===== config.mk =====
export PLATFORM = sky130hd
export DESIGN_NAME = stride_hist_prefetch
export DESIGN_NICKNAME = d
export VERILOG_FILES = /design/src/rtl/shp_pkg.sv /design/src/rtl/shp_index_table.sv /design/src/rtl/shp_history_buf.sv /design/src/rtl/shp_walk_ctrl.sv /design/src/rtl/stride_hist_prefetch.sv
export SDC_FILE = /design/constraint.sdc
export NUM_CORES = 2
export LEC_CHECK = 0
export BUFFER_PORTS_ARGS = -buffer_cell sky130_fd_sc_hd__buf_4
export CORE_MARGIN = 8
export CORE_UTILIZATION = 50
export DETAILED_ROUTE_END_ITERATION = 6
export GPL_TIMING_DRIVEN = 0
export MAX_ROUTING_LAYER = met4
export PLACE_DENSITY = 0.72
export SLEW_MARGIN = 10
export SYNTH_ARGS = -nofsm -noshare
export SYNTH_HDL_FRONTEND = slang
export SYNTH_SLANG_ARGS = --single-unit

===== constraint.sdc =====
create_clock -name clk -period 11.55 [get_ports clk]
set_input_delay 0.5775 -clock clk [delete_from_list [all_inputs] [get_ports clk]]
set_output_delay 0.5775 -clock clk [all_outputs]
set_load 0.02 [all_outputs]

===== src/rtl/shp_pkg.sv =====
// Shared definitions for the history-buffer stride prefetcher.
// Assumes nothing beyond IEEE 1800-2017 packages.
package shp_pkg;

    // Walk phases: one table or buffer access per phase.
    typedef enum logic [2:0] {
        ST_IDLE  = 3'd0,
        ST_INDEX = 3'd1,
        ST_WALK1 = 3'd2,
        ST_WALK2 = 3'd3,
        ST_ISSUE = 3'd4
    } walk_state_e;

endpackage


===== src/rtl/shp_index_table.sv =====
// Direct-mapped table from low PC bits to the newest history sequence
// number of that load. The upper PC bits are kept as a partial tag.
// Assumes lk_pc is held steady for the cycle after an update.
module shp_index_table #(
    parameter int PC_W  = 12,
    parameter int IDX_W = 4,
    parameter int SEQ_W = 16
) (
    input  logic             clk,
    input  logic             rst_n,
    input  logic [PC_W-1:0]  lk_pc,
    output logic             lk_hit,
    output logic [SEQ_W-1:0] lk_head,
    input  logic             upd_en,
    input  logic [SEQ_W-1:0] upd_seq
);
    localparam int ENTRIES = 1 << IDX_W;
    localparam int TAG_W   = PC_W - IDX_W;

    logic             ent_valid [ENTRIES];
    logic [TAG_W-1:0] ent_tag   [ENTRIES];
    logic [SEQ_W-1:0] ent_head  [ENTRIES];

    logic [IDX_W-1:0] slot;
    logic [TAG_W-1:0] key;

    assign slot = lk_pc[IDX_W-1:0];
    assign key  = lk_pc[PC_W-1:IDX_W];

    // Lookup: valid entry with matching partial tag.
    always_comb begin
        lk_hit  = ent_valid[slot] && (ent_tag[slot] == key);
        lk_head = ent_head[slot];
    end

    // Valid bits: cleared by reset, set on update.
    always_ff @(posedge clk) begin
        if (!rst_n) begin
            for (int i = 0; i < ENTRIES; i++) begin
                ent_valid[i] <= 1'b0;
            end
        end else if (upd_en) begin
            ent_valid[slot] <= 1'b1;
        end
    end

    // Tag and head pointer payload: written on update.
    always_ff @(posedge clk) begin
        if (upd_en) begin
            ent_tag[slot]  <= key;
            ent_head[slot] <= upd_seq;
        end
    end

    // An update is visible as a hit on the very next lookup.
    p_update_visible_r2: assert property (@(posedge clk) disable iff (!rst_n)
        upd_en |=> (lk_hit && lk_head == $past(upd_seq)));

endmodule


===== src/rtl/shp_history_buf.sv =====
// Circular history of miss records. Each record holds its miss address,
// its own sequence number and a link to the same load's previous record.
// A read is "fresh" only if the slot still holds the requested sequence.
// Assumes SEQ_W > SLOT_W so overwritten slots are told apart.
module shp_history_buf #(
    parameter int ADDR_W = 32,
    parameter int SLOT_W = 4,
    parameter int SEQ_W  = 16
) (
    input  logic              clk,
    input  logic              rst_n,
    input  logic              wr_en,
    input  logic [SEQ_W-1:0]  wr_seq,
    input  logic [ADDR_W-1:0] wr_addr,
    input  logic [SEQ_W-1:0]  wr_prev,
    input  logic              wr_prev_ok,
    input  logic [SEQ_W-1:0]  rd_seq,
    output logic              rd_fresh,
    output logic [ADDR_W-1:0] rd_addr,
    output logic [SEQ_W-1:0]  rd_prev,
    output logic              rd_prev_ok
);
    localparam int DEPTH = 1 << SLOT_W;

    logic              rec_valid   [DEPTH];
    logic [SEQ_W-1:0]  rec_seq     [DEPTH];
    logic [ADDR_W-1:0] rec_addr    [DEPTH];
    logic [SEQ_W-1:0]  rec_prev    [DEPTH];
    logic              rec_prev_ok [DEPTH];

    logic [SLOT_W-1:0] wslot;
    logic [SLOT_W-1:0] rslot;

    assign wslot = wr_seq[SLOT_W-1:0];
    assign rslot = rd_seq[SLOT_W-1:0];

    // Read port: freshness compares the stored sequence number.
    always_comb begin
        rd_fresh   = rec_valid[rslot] && (rec_seq[rslot] == rd_seq);
        rd_addr    = rec_addr[rslot];
        rd_prev    = rec_prev[rslot];
        rd_prev_ok = rec_prev_ok[rslot];
    end

    // Valid bits: cleared by reset, set when a slot is written.
    always_ff @(posedge clk) begin
        if (!rst_n) begin
            for (int i = 0; i < DEPTH; i++) begin
                rec_valid[i] <= 1'b0;
            end
        end else if (wr_en) begin
            rec_valid[wslot] <= 1'b1;
        end
    end

    // Record payload: the oldest slot is overwritten in FIFO order.
    always_ff @(posedge clk) begin
        if (wr_en) begin
            rec_seq[wslot]     <= wr_seq;
            rec_addr[wslot]    <= wr_addr;
            rec_prev[wslot]    <= wr_prev;
            rec_prev_ok[wslot] <= wr_prev_ok;
        end
    end

    // A record just written is readable as fresh under its own number.
    p_written_is_fresh_r8: assert property (@(posedge clk) disable iff (!rst_n)
        wr_en |=> (rec_valid[$past(wslot)] && rec_seq[$past(wslot)] == $past(wr_seq)));

endmodule


===== src/rtl/shp_walk_ctrl.sv =====
// Sequencer: accepts a miss, appends its record, walks two links back,
// compares the two latest strides and issues DEGREE prefetches on a match.
// Assumes one access per table per phase; misses are refused while busy.
module shp_walk_ctrl
    import shp_pkg::*;
#(
    parameter int PC_W   = 12,
    parameter int ADDR_W = 32,
    parameter int SEQ_W  = 16,
    parameter int DEGREE = 4
) (
    input  logic              clk,
    input  logic              rst_n,
    input  logic              miss_valid,
    output logic              miss_ready,
    input  logic [PC_W-1:0]   miss_pc,
    input  logic [ADDR_W-1:0] miss_addr,
    output logic [PC_W-1:0]   it_pc,
    input  logic              it_hit,
    input  logic [SEQ_W-1:0]  it_head,
    output logic              it_upd_en,
    output logic [SEQ_W-1:0]  it_upd_seq,
    output logic              hb_wr_en,
    output logic [SEQ_W-1:0]  hb_wr_seq,
    output logic [ADDR_W-1:0] hb_wr_addr,
    output logic [SEQ_W-1:0]  hb_wr_prev,
    output logic              hb_wr_prev_ok,
    output logic [SEQ_W-1:0]  hb_rd_seq,
    input  logic              hb_rd_fresh,
    input  logic [ADDR_W-1:0] hb_rd_addr,
    input  logic [SEQ_W-1:0]  hb_rd_prev,
    input  logic              hb_rd_prev_ok,
    output logic              pf_valid,
    output logic [ADDR_W-1:0] pf_addr
);
    localparam int CNT_W = (DEGREE > 1) ? $clog2(DEGREE) : 1;
    localparam int RUN_W = $clog2(DEGREE + 1) + 1;

    walk_state_e       state_q;
    logic [PC_W-1:0]   pc_q;
    logic [ADDR_W-1:0] n_q;
    logic [ADDR_W-1:0] a1_q;
    logic [SEQ_W-1:0]  link_q;
    logic [SEQ_W-1:0]  seq_q;
    logic [ADDR_W-1:0] stride_q;
    logic [ADDR_W-1:0] nxt_q;
    logic [CNT_W-1:0]  cnt_q;

    logic [ADDR_W-1:0] stride_new;
    logic [ADDR_W-1:0] stride_old;
    logic              burst_last;

    // Table port wiring driven from the current phase.
    always_comb begin
        miss_ready    = (state_q == ST_IDLE);
        pf_valid      = (state_q == ST_ISSUE);
        pf_addr       = nxt_q;
        it_pc         = pc_q;
        it_upd_en     = (state_q == ST_INDEX);
        it_upd_seq    = seq_q;
        hb_wr_en      = (state_q == ST_INDEX);
        hb_wr_seq     = seq_q;
        hb_wr_addr    = n_q;
        hb_wr_prev    = it_head;
        hb_wr_prev_ok = it_hit;
        hb_rd_seq     = link_q;
    end

    // Stride comparison for the second walk step.
    always_comb begin
        stride_new = n_q - a1_q;
        stride_old = a1_q - hb_rd_addr;
        burst_last = (cnt_q == CNT_W'(DEGREE - 1));
    end

    // Phase sequencing and datapath registers.
    always_ff @(posedge clk) begin
        if (!rst_n) begin
            state_q  <= ST_IDLE;
            seq_q    <= '0;
            pc_q     <= '0;
            n_q      <= '0;
            a1_q     <= '0;
            link_q   <= '0;
            stride_q <= '0;
            nxt_q    <= '0;
            cnt_q    <= '0;
        end else begin
            case (state_q)
                ST_IDLE: begin
                    if (miss_valid) begin
                        pc_q    <= miss_pc;
                        n_q     <= miss_addr;
                        state_q <= ST_INDEX;
                    end
                end
                ST_INDEX: begin
                    seq_q   <= seq_q + 1'b1;
                    link_q  <= it_head;
                    state_q <= it_hit ? ST_WALK1 : ST_IDLE;
                end
                ST_WALK1: begin
                    if (hb_rd_fresh && hb_rd_prev_ok) begin
                        a1_q    <= hb_rd_addr;
                        link_q  <= hb_rd_prev;
                        state_q <= ST_WALK2;
                    end else begin
                        state_q <= ST_IDLE;
                    end
                end
                ST_WALK2: begin
                    if (hb_rd_fresh && (stride_new == stride_old) && (stride_new != '0)) begin
                        stride_q <= stride_new;
                        nxt_q    <= n_q + stride_new;
                        cnt_q    <= '0;
                        state_q  <= ST_ISSUE;
                    end else begin
                        state_q <= ST_IDLE;
                    end
                end
                ST_ISSUE: begin
                    nxt_q <= nxt_q + stride_q;
                    cnt_q <= cnt_q + 1'b1;
                    if (burst_last) begin
                        state_q <= ST_IDLE;
                    end
                end
                default: state_q <= ST_IDLE;
            endcase
        end
    end

    // Checker counter: length of the current run of prefetch cycles.
    logic [RUN_W-1:0] run_q;
    always_ff @(posedge clk) begin
        if (!rst_n) begin
            run_q <= '0;
        end else begin
            run_q <= pf_valid ? run_q + 1'b1 : '0;
        end
    end

    p_accept_then_busy_r9: assert property (@(posedge clk) disable iff (!rst_n)
        (miss_valid && miss_ready) |=> !miss_ready);

    p_burst_bounded_r4: assert property (@(posedge clk) disable iff (!rst_n)
        pf_valid |-> (run_q < RUN_W'(DEGREE)));

    p_step_moves_r6: assert property (@(posedge clk) disable iff (!rst_n)
        (pf_valid && $past(pf_valid)) |-> (pf_addr != $past(pf_addr)));

    p_burst_after_walk_r7: assert property (@(posedge clk) disable iff (!rst_n)
        $rose(pf_valid) |-> ($past(state_q) == ST_WALK2));

    p_busy_while_issuing_r9: assert property (@(posedge clk) disable iff (!rst_n)
        pf_valid |-> !miss_ready);

endmodule


===== src/rtl/stride_hist_prefetch.sv =====
// Top: PC-localized stride prefetcher over a shared miss-history FIFO.
// Wires the index table, the history buffer and the walk sequencer.
// Assumes the caller supplies only the low PC_W program-counter bits.
module stride_hist_prefetch #(
    parameter int PC_W   = 12,
    parameter int IDX_W  = 4,
    parameter int ADDR_W = 32,
    parameter int SLOT_W = 4,
    parameter int SEQ_W  = 16,
    parameter int DEGREE = 4
) (
    input  logic              clk,
    input  logic              rst_n,
    input  logic              miss_valid,
    output logic              miss_ready,
    input  logic [PC_W-1:0]   miss_pc,
    input  logic [ADDR_W-1:0] miss_addr,
    output logic              pf_valid,
    output logic [ADDR_W-1:0] pf_addr
);
    logic [PC_W-1:0]   it_pc;
    logic              it_hit;
    logic [SEQ_W-1:0]  it_head;
    logic              it_upd_en;
    logic [SEQ_W-1:0]  it_upd_seq;
    logic              hb_wr_en;
    logic [SEQ_W-1:0]  hb_wr_seq;
    logic [ADDR_W-1:0] hb_wr_addr;
    logic [SEQ_W-1:0]  hb_wr_prev;
    logic              hb_wr_prev_ok;
    logic [SEQ_W-1:0]  hb_rd_seq;
    logic              hb_rd_fresh;
    logic [ADDR_W-1:0] hb_rd_addr;
    logic [SEQ_W-1:0]  hb_rd_prev;
    logic              hb_rd_prev_ok;

    shp_index_table #(
        .PC_W (PC_W),
        .IDX_W(IDX_W),
        .SEQ_W(SEQ_W)
    ) index_i (
        .clk    (clk),
        .rst_n  (rst_n),
        .lk_pc  (it_pc),
        .lk_hit (it_hit),
        .lk_head(it_head),
        .upd_en (it_upd_en),
        .upd_seq(it_upd_seq)
    );

    shp_history_buf #(
        .ADDR_W(ADDR_W),
        .SLOT_W(SLOT_W),
        .SEQ_W (SEQ_W)
    ) hist_i (
        .clk       (clk),
        .rst_n     (rst_n),
        .wr_en     (hb_wr_en),
        .wr_seq    (hb_wr_seq),
        .wr_addr   (hb_wr_addr),
        .wr_prev   (hb_wr_prev),
        .wr_prev_ok(hb_wr_prev_ok),
        .rd_seq    (hb_rd_seq),
        .rd_fresh  (hb_rd_fresh),
        .rd_addr   (hb_rd_addr),
        .rd_prev   (hb_rd_prev),
        .rd_prev_ok(hb_rd_prev_ok)
    );

    shp_walk_ctrl #(
        .PC_W  (PC_W),
        .ADDR_W(ADDR_W),
        .SEQ_W (SEQ_W),
        .DEGREE(DEGREE)
    ) ctrl_i (
        .clk          (clk),
        .rst_n        (rst_n),
        .miss_valid   (miss_valid),
        .miss_ready   (miss_ready),
        .miss_pc      (miss_pc),
        .miss_addr    (miss_addr),
        .it_pc        (it_pc),
        .it_hit       (it_hit),
        .it_head      (it_head),
        .it_upd_en    (it_upd_en),
        .it_upd_seq   (it_upd_seq),
        .hb_wr_en     (hb_wr_en),
        .hb_wr_seq    (hb_wr_seq),
        .hb_wr_addr   (hb_wr_addr),
        .hb_wr_prev   (hb_wr_prev),
        .hb_wr_prev_ok(hb_wr_prev_ok),
        .hb_rd_seq    (hb_rd_seq),
        .hb_rd_fresh  (hb_rd_fresh),
        .hb_rd_addr   (hb_rd_addr),
        .hb_rd_prev   (hb_rd_prev),
        .hb_rd_prev_ok(hb_rd_prev_ok),
        .pf_valid     (pf_valid),
        .pf_addr      (pf_addr)
    );

endmodule


==> metrics.cfg <==
[run_status]
status = completed

[detailed_routing]
drtPass1Iterations = 5
average_vias_per_placed_instance = 6.29
dr_wl_cell_um = 29.1
drt.antenna.violating_nets = 0
detail_route.iter0.violations = 4247
finalWirelength_um = 183000
drc = 0
num_vias = 39564

[critical_path]
rr_worst_depth = 26
path_delay_family = buffers and inverters
cp-start-kind = register
crit_path_max_fanout = 10
regToRegSetupSlack_ns = 1.45
critPathMostFrequentCell = buf_2
buffers_inverters_on_critical_path = 11
timing.critical_path.to_type = register
critical_path.reg2reg.endpoint = ctrl_i.pf_addr[17]
worstPathRequired_ns = 12.23
crit_path_max_incr_delay_ns = 0.80
critical_path.slowest_cell = clkbuf_1
timing.critical_path.arrival_ns = 10.78
crit_type = reg -> reg

[logic_synthesis]
synth.cell_area_um2 = 69400
synth.area.top_cells = edfxtp_1, mux4_2, dfxtp_1, ha_1, a21oi_1
post_synth.cell_area_avg_um2 = 17.0
post_synth_inst_count = 4076
async_reset_ff_frac = 0
yosys_most_used_dff = edfxtp_1
yosys_warnings = 0
synth_top_area_share = 0.616
ys_top_cells_by_count = edfxtp_1, mux4_2, a21oi_1
cell_with_the_most_instances_after_synthesis = edfxtp_1
distinct_cells_synth = 87
postSynthNetCount = 4260
yosys.area.top_type = edfxtp_1
ffs_latches_synth = 1641
synth-edff-count = 1424
synth_sequential_area_ratio = 0.679

[hold_path]
hold_depth = 3
worstHoldStart = miss_pc[8]
min_to = ctrl_i.it_pc[8]
min-delay-path-class = in -> reg

[cells_and_area]
finalCoreUtilization = 0.571
layout-area-overhead-vs-synth_pct = 13.2
filler_cell_count = 10186
final_area_um2 = 78600
drive_above_1_share = 0.197
finish.net_count = 4555
stdcell_count = 6293

[global_routing]
antenna_found_initial = 5
wire_length_of_the_first_global_routing_pass_um = 267000
grt_util_all_layers = 0.246
globalRoute.totalOverflow = 0
grt_start_max_net_pins = 42
first_global_vias = 39634

[clock_network]
tritoncts.num_buffers = 156
cts_htree_levels = 4
cts_num_sinks = 1641
clock_tree.root_cell = clkbuf_16
ctsLongestPathBuffers = 3
tritoncts = built
post-cts-setup-buffers = 0
postCtsResizedCells = 0
cts.clk_slew.worst_paths_ns = 0.06
worstSkewPairLatency_ns = 0.79

[sta]
setup_total_negative_slack_ns = 0
timing.slew.headroom = 0.126
timing.final.setup_violations = 0
final.period_utilization = 0.874
fmax_ghz = 0.0990
report.final.hold_viol_count = 0
crit_path_time_final_ns = 10.10
hold-worst-slack_ns = 0.0486
final.setup_skew_ns = 0.0496
transition_at_the_pin_with_the_smallest_max_transition_slack_ns = 1.31
unrepaired_setup_endpoints_after_global_routing = false
report.final.slew_viol_count = 0

[floorplanning]
core-area_um2 = 138000
initial_utilization = 0.504
row_count = 136
area_enclosed_by_the_die_boundary_um2 = 151000
dieHeight_um = 389
num_io_pins = 81
die_w_um = 389

[run]
max-cap-violations = 0

[placed_design]
place_hpwl_um = 117000
post_dp_cell_area_um2 = 73300
number_of_buffers_inserted_by_port_buffering = 80
place.gp.congestion = 0.934
placed_cells = 5996

[power_and_ir_drop]
maximum_vdd_ir_drop_mv = 0.152
static-leakage-power_nw = 26.0
pwr_density_cell_nw_per_um2 = 166

[metal layers]
layer  routed length (µm)  track usage  vias up  share of wire
li1                     -            -    16874              -
met4                 5600       0.0770        0          0.031
met5                    0            -        -              0
met3                14900       0.0407      367          0.081
met2                91400        0.405     1966           0.50
met1                71100        0.316    20357           0.39
[metrics by stage]
stage,total power [mW],setup slack (ns)
2_1_floorplan,7.56,4.61
3_3_place_gp,8.00,1.58
3_5_place_dp,8.02,1.65
4_1_cts,13.1,1.51
5_1_grt,13.4,1.08
6_report,13.0,1.45
[worst reg2reg max path: stages (launching register included)]
cell and delay, ns:
dfxtp_1 0.30, buf_2 0.26, buf_2 0.39, buf_2 0.40
buf_4 0.31, buf_2 0.33, clkbuf_1 0.59, clkbuf_1 0.60
clkbuf_1 0.81, mux4_2 0.42, mux4_2 0.54, inv_1 0.16
ha_1 0.30, nor2b_1 0.17, o31ai_1 0.49, a211oi_1 0.25
a31o_2 0.30, o21ai_0 0.43, o21ai_0 0.26, a31oi_1 0.31
xnor2_1 0.19, o311a_1 0.21, nor4b_1 0.71, buf_2 0.40
buf_1 0.45, nand4_1 0.27, o211ai_1 0.16
[cell families after synthesis]
family | synth area share
AO/OA/AOI/OAI | 0.0569
XOR/XNOR | 0.0231
adder cells (fa/ha/maj) | 0.0251
buffers and inverters | 0.0170
flip-flops | 0.679
multiplexers | 0.151
AND/OR/NAND/NOR | 0.0482
[layout by cell type, fill, tap and decap left out, types with 25 or more instances in the layout]
master	instances
ha_1	133
a21o_1	56
mux2i_1	50
and3_1	25
xnor2_1	94
clkbuf_16	161
clkbuf_1	165
o21a_1	37
a211oi_1	36
clkinv_1	26
nor3_1	26
buf_2	25
xor2_1	68
buf_4	93
nor2_1	207
edfxtp_1	1424
inv_1	90
nand2_1	206
a21oi_1	236
nand3_1	72
buf_1	35
nand4_1	28
mux4_2	423
o21ai_0	113
dfxtp_1	208
[final cells by class]
class                           instances  area [µm²]  share of cell area
Antenna cell                            1        2.50           0.0000319
Clock buffer                          212        4330              0.0551
Tap cell                             1794        2240              0.0286
Sequential cell                      1641       47100               0.600
Buffer                                199         840              0.0107
Multi-Input combinational cell       2142       21300               0.271
Clock inverter                         73         820              0.0104
Inverter                               94         353             0.00449
Timing Repair Buffer                  137        1560              0.0199
[sequential cells by signal (all words and copies together) (netlist names), named ones only]
| signal | count |
|---|---|
| ctrl_i.it_pc | 12 |
| hist_i.rec_addr | 512 |
| hist_i.rec_valid | 16 |
| ctrl_i.hb_wr_addr | 32 |
| ctrl_i.hb_wr_seq | 16 |
| index_i.ent_head | 256 |
| ctrl_i.state_q | 3 |
| hist_i.rec_prev_ok | 16 |
| ctrl_i.pf_addr | 32 |
| hist_i.rec_prev | 256 |
| ctrl_i.a1_q | 32 |
| ctrl_i.hb_rd_seq | 16 |
| ctrl_i.stride_q | 32 |
| index_i.ent_valid | 16 |
| index_i.ent_tag | 128 |
| ctrl_i.cnt_q | 2 |
| hist_i.rec_seq | 256 |
[how the worst max path moves through the flow]
stage	endpoint	slack (ns)	cells after the start
CTS	ctrl_i.pf_addr[13]	1.51	26
global route	ctrl_i.pf_addr[17]	1.08	26
global placement	ctrl_i.pf_addr[17]	1.58	26
floorplan	ctrl_i.pf_addr[1]	4.61	26
detailed placement	ctrl_i.pf_addr[13]	1.65	26
finish	ctrl_i.pf_addr[17]	1.45	26
[power breakdown]
group | switching, mW | total (mW) | leakage (nW) | internal [mW]
logic | 0.830 | 1.36 | 8.80 | 0.532
registers | 0.0749 | 6.56 | 14.7 | 6.48
clock network | 2.22 | 5.12 | 2.50 | 2.90
total | 3.13 | 13.0 | 26.0 | 9.92
[timing repair]
action                                 in CTS  in global routing
setup endpoints to repair                   0                  0
endpoints found under the hold margin      11                  0
hold buffers                               11                  0
(Power assumes the default switching activity.)
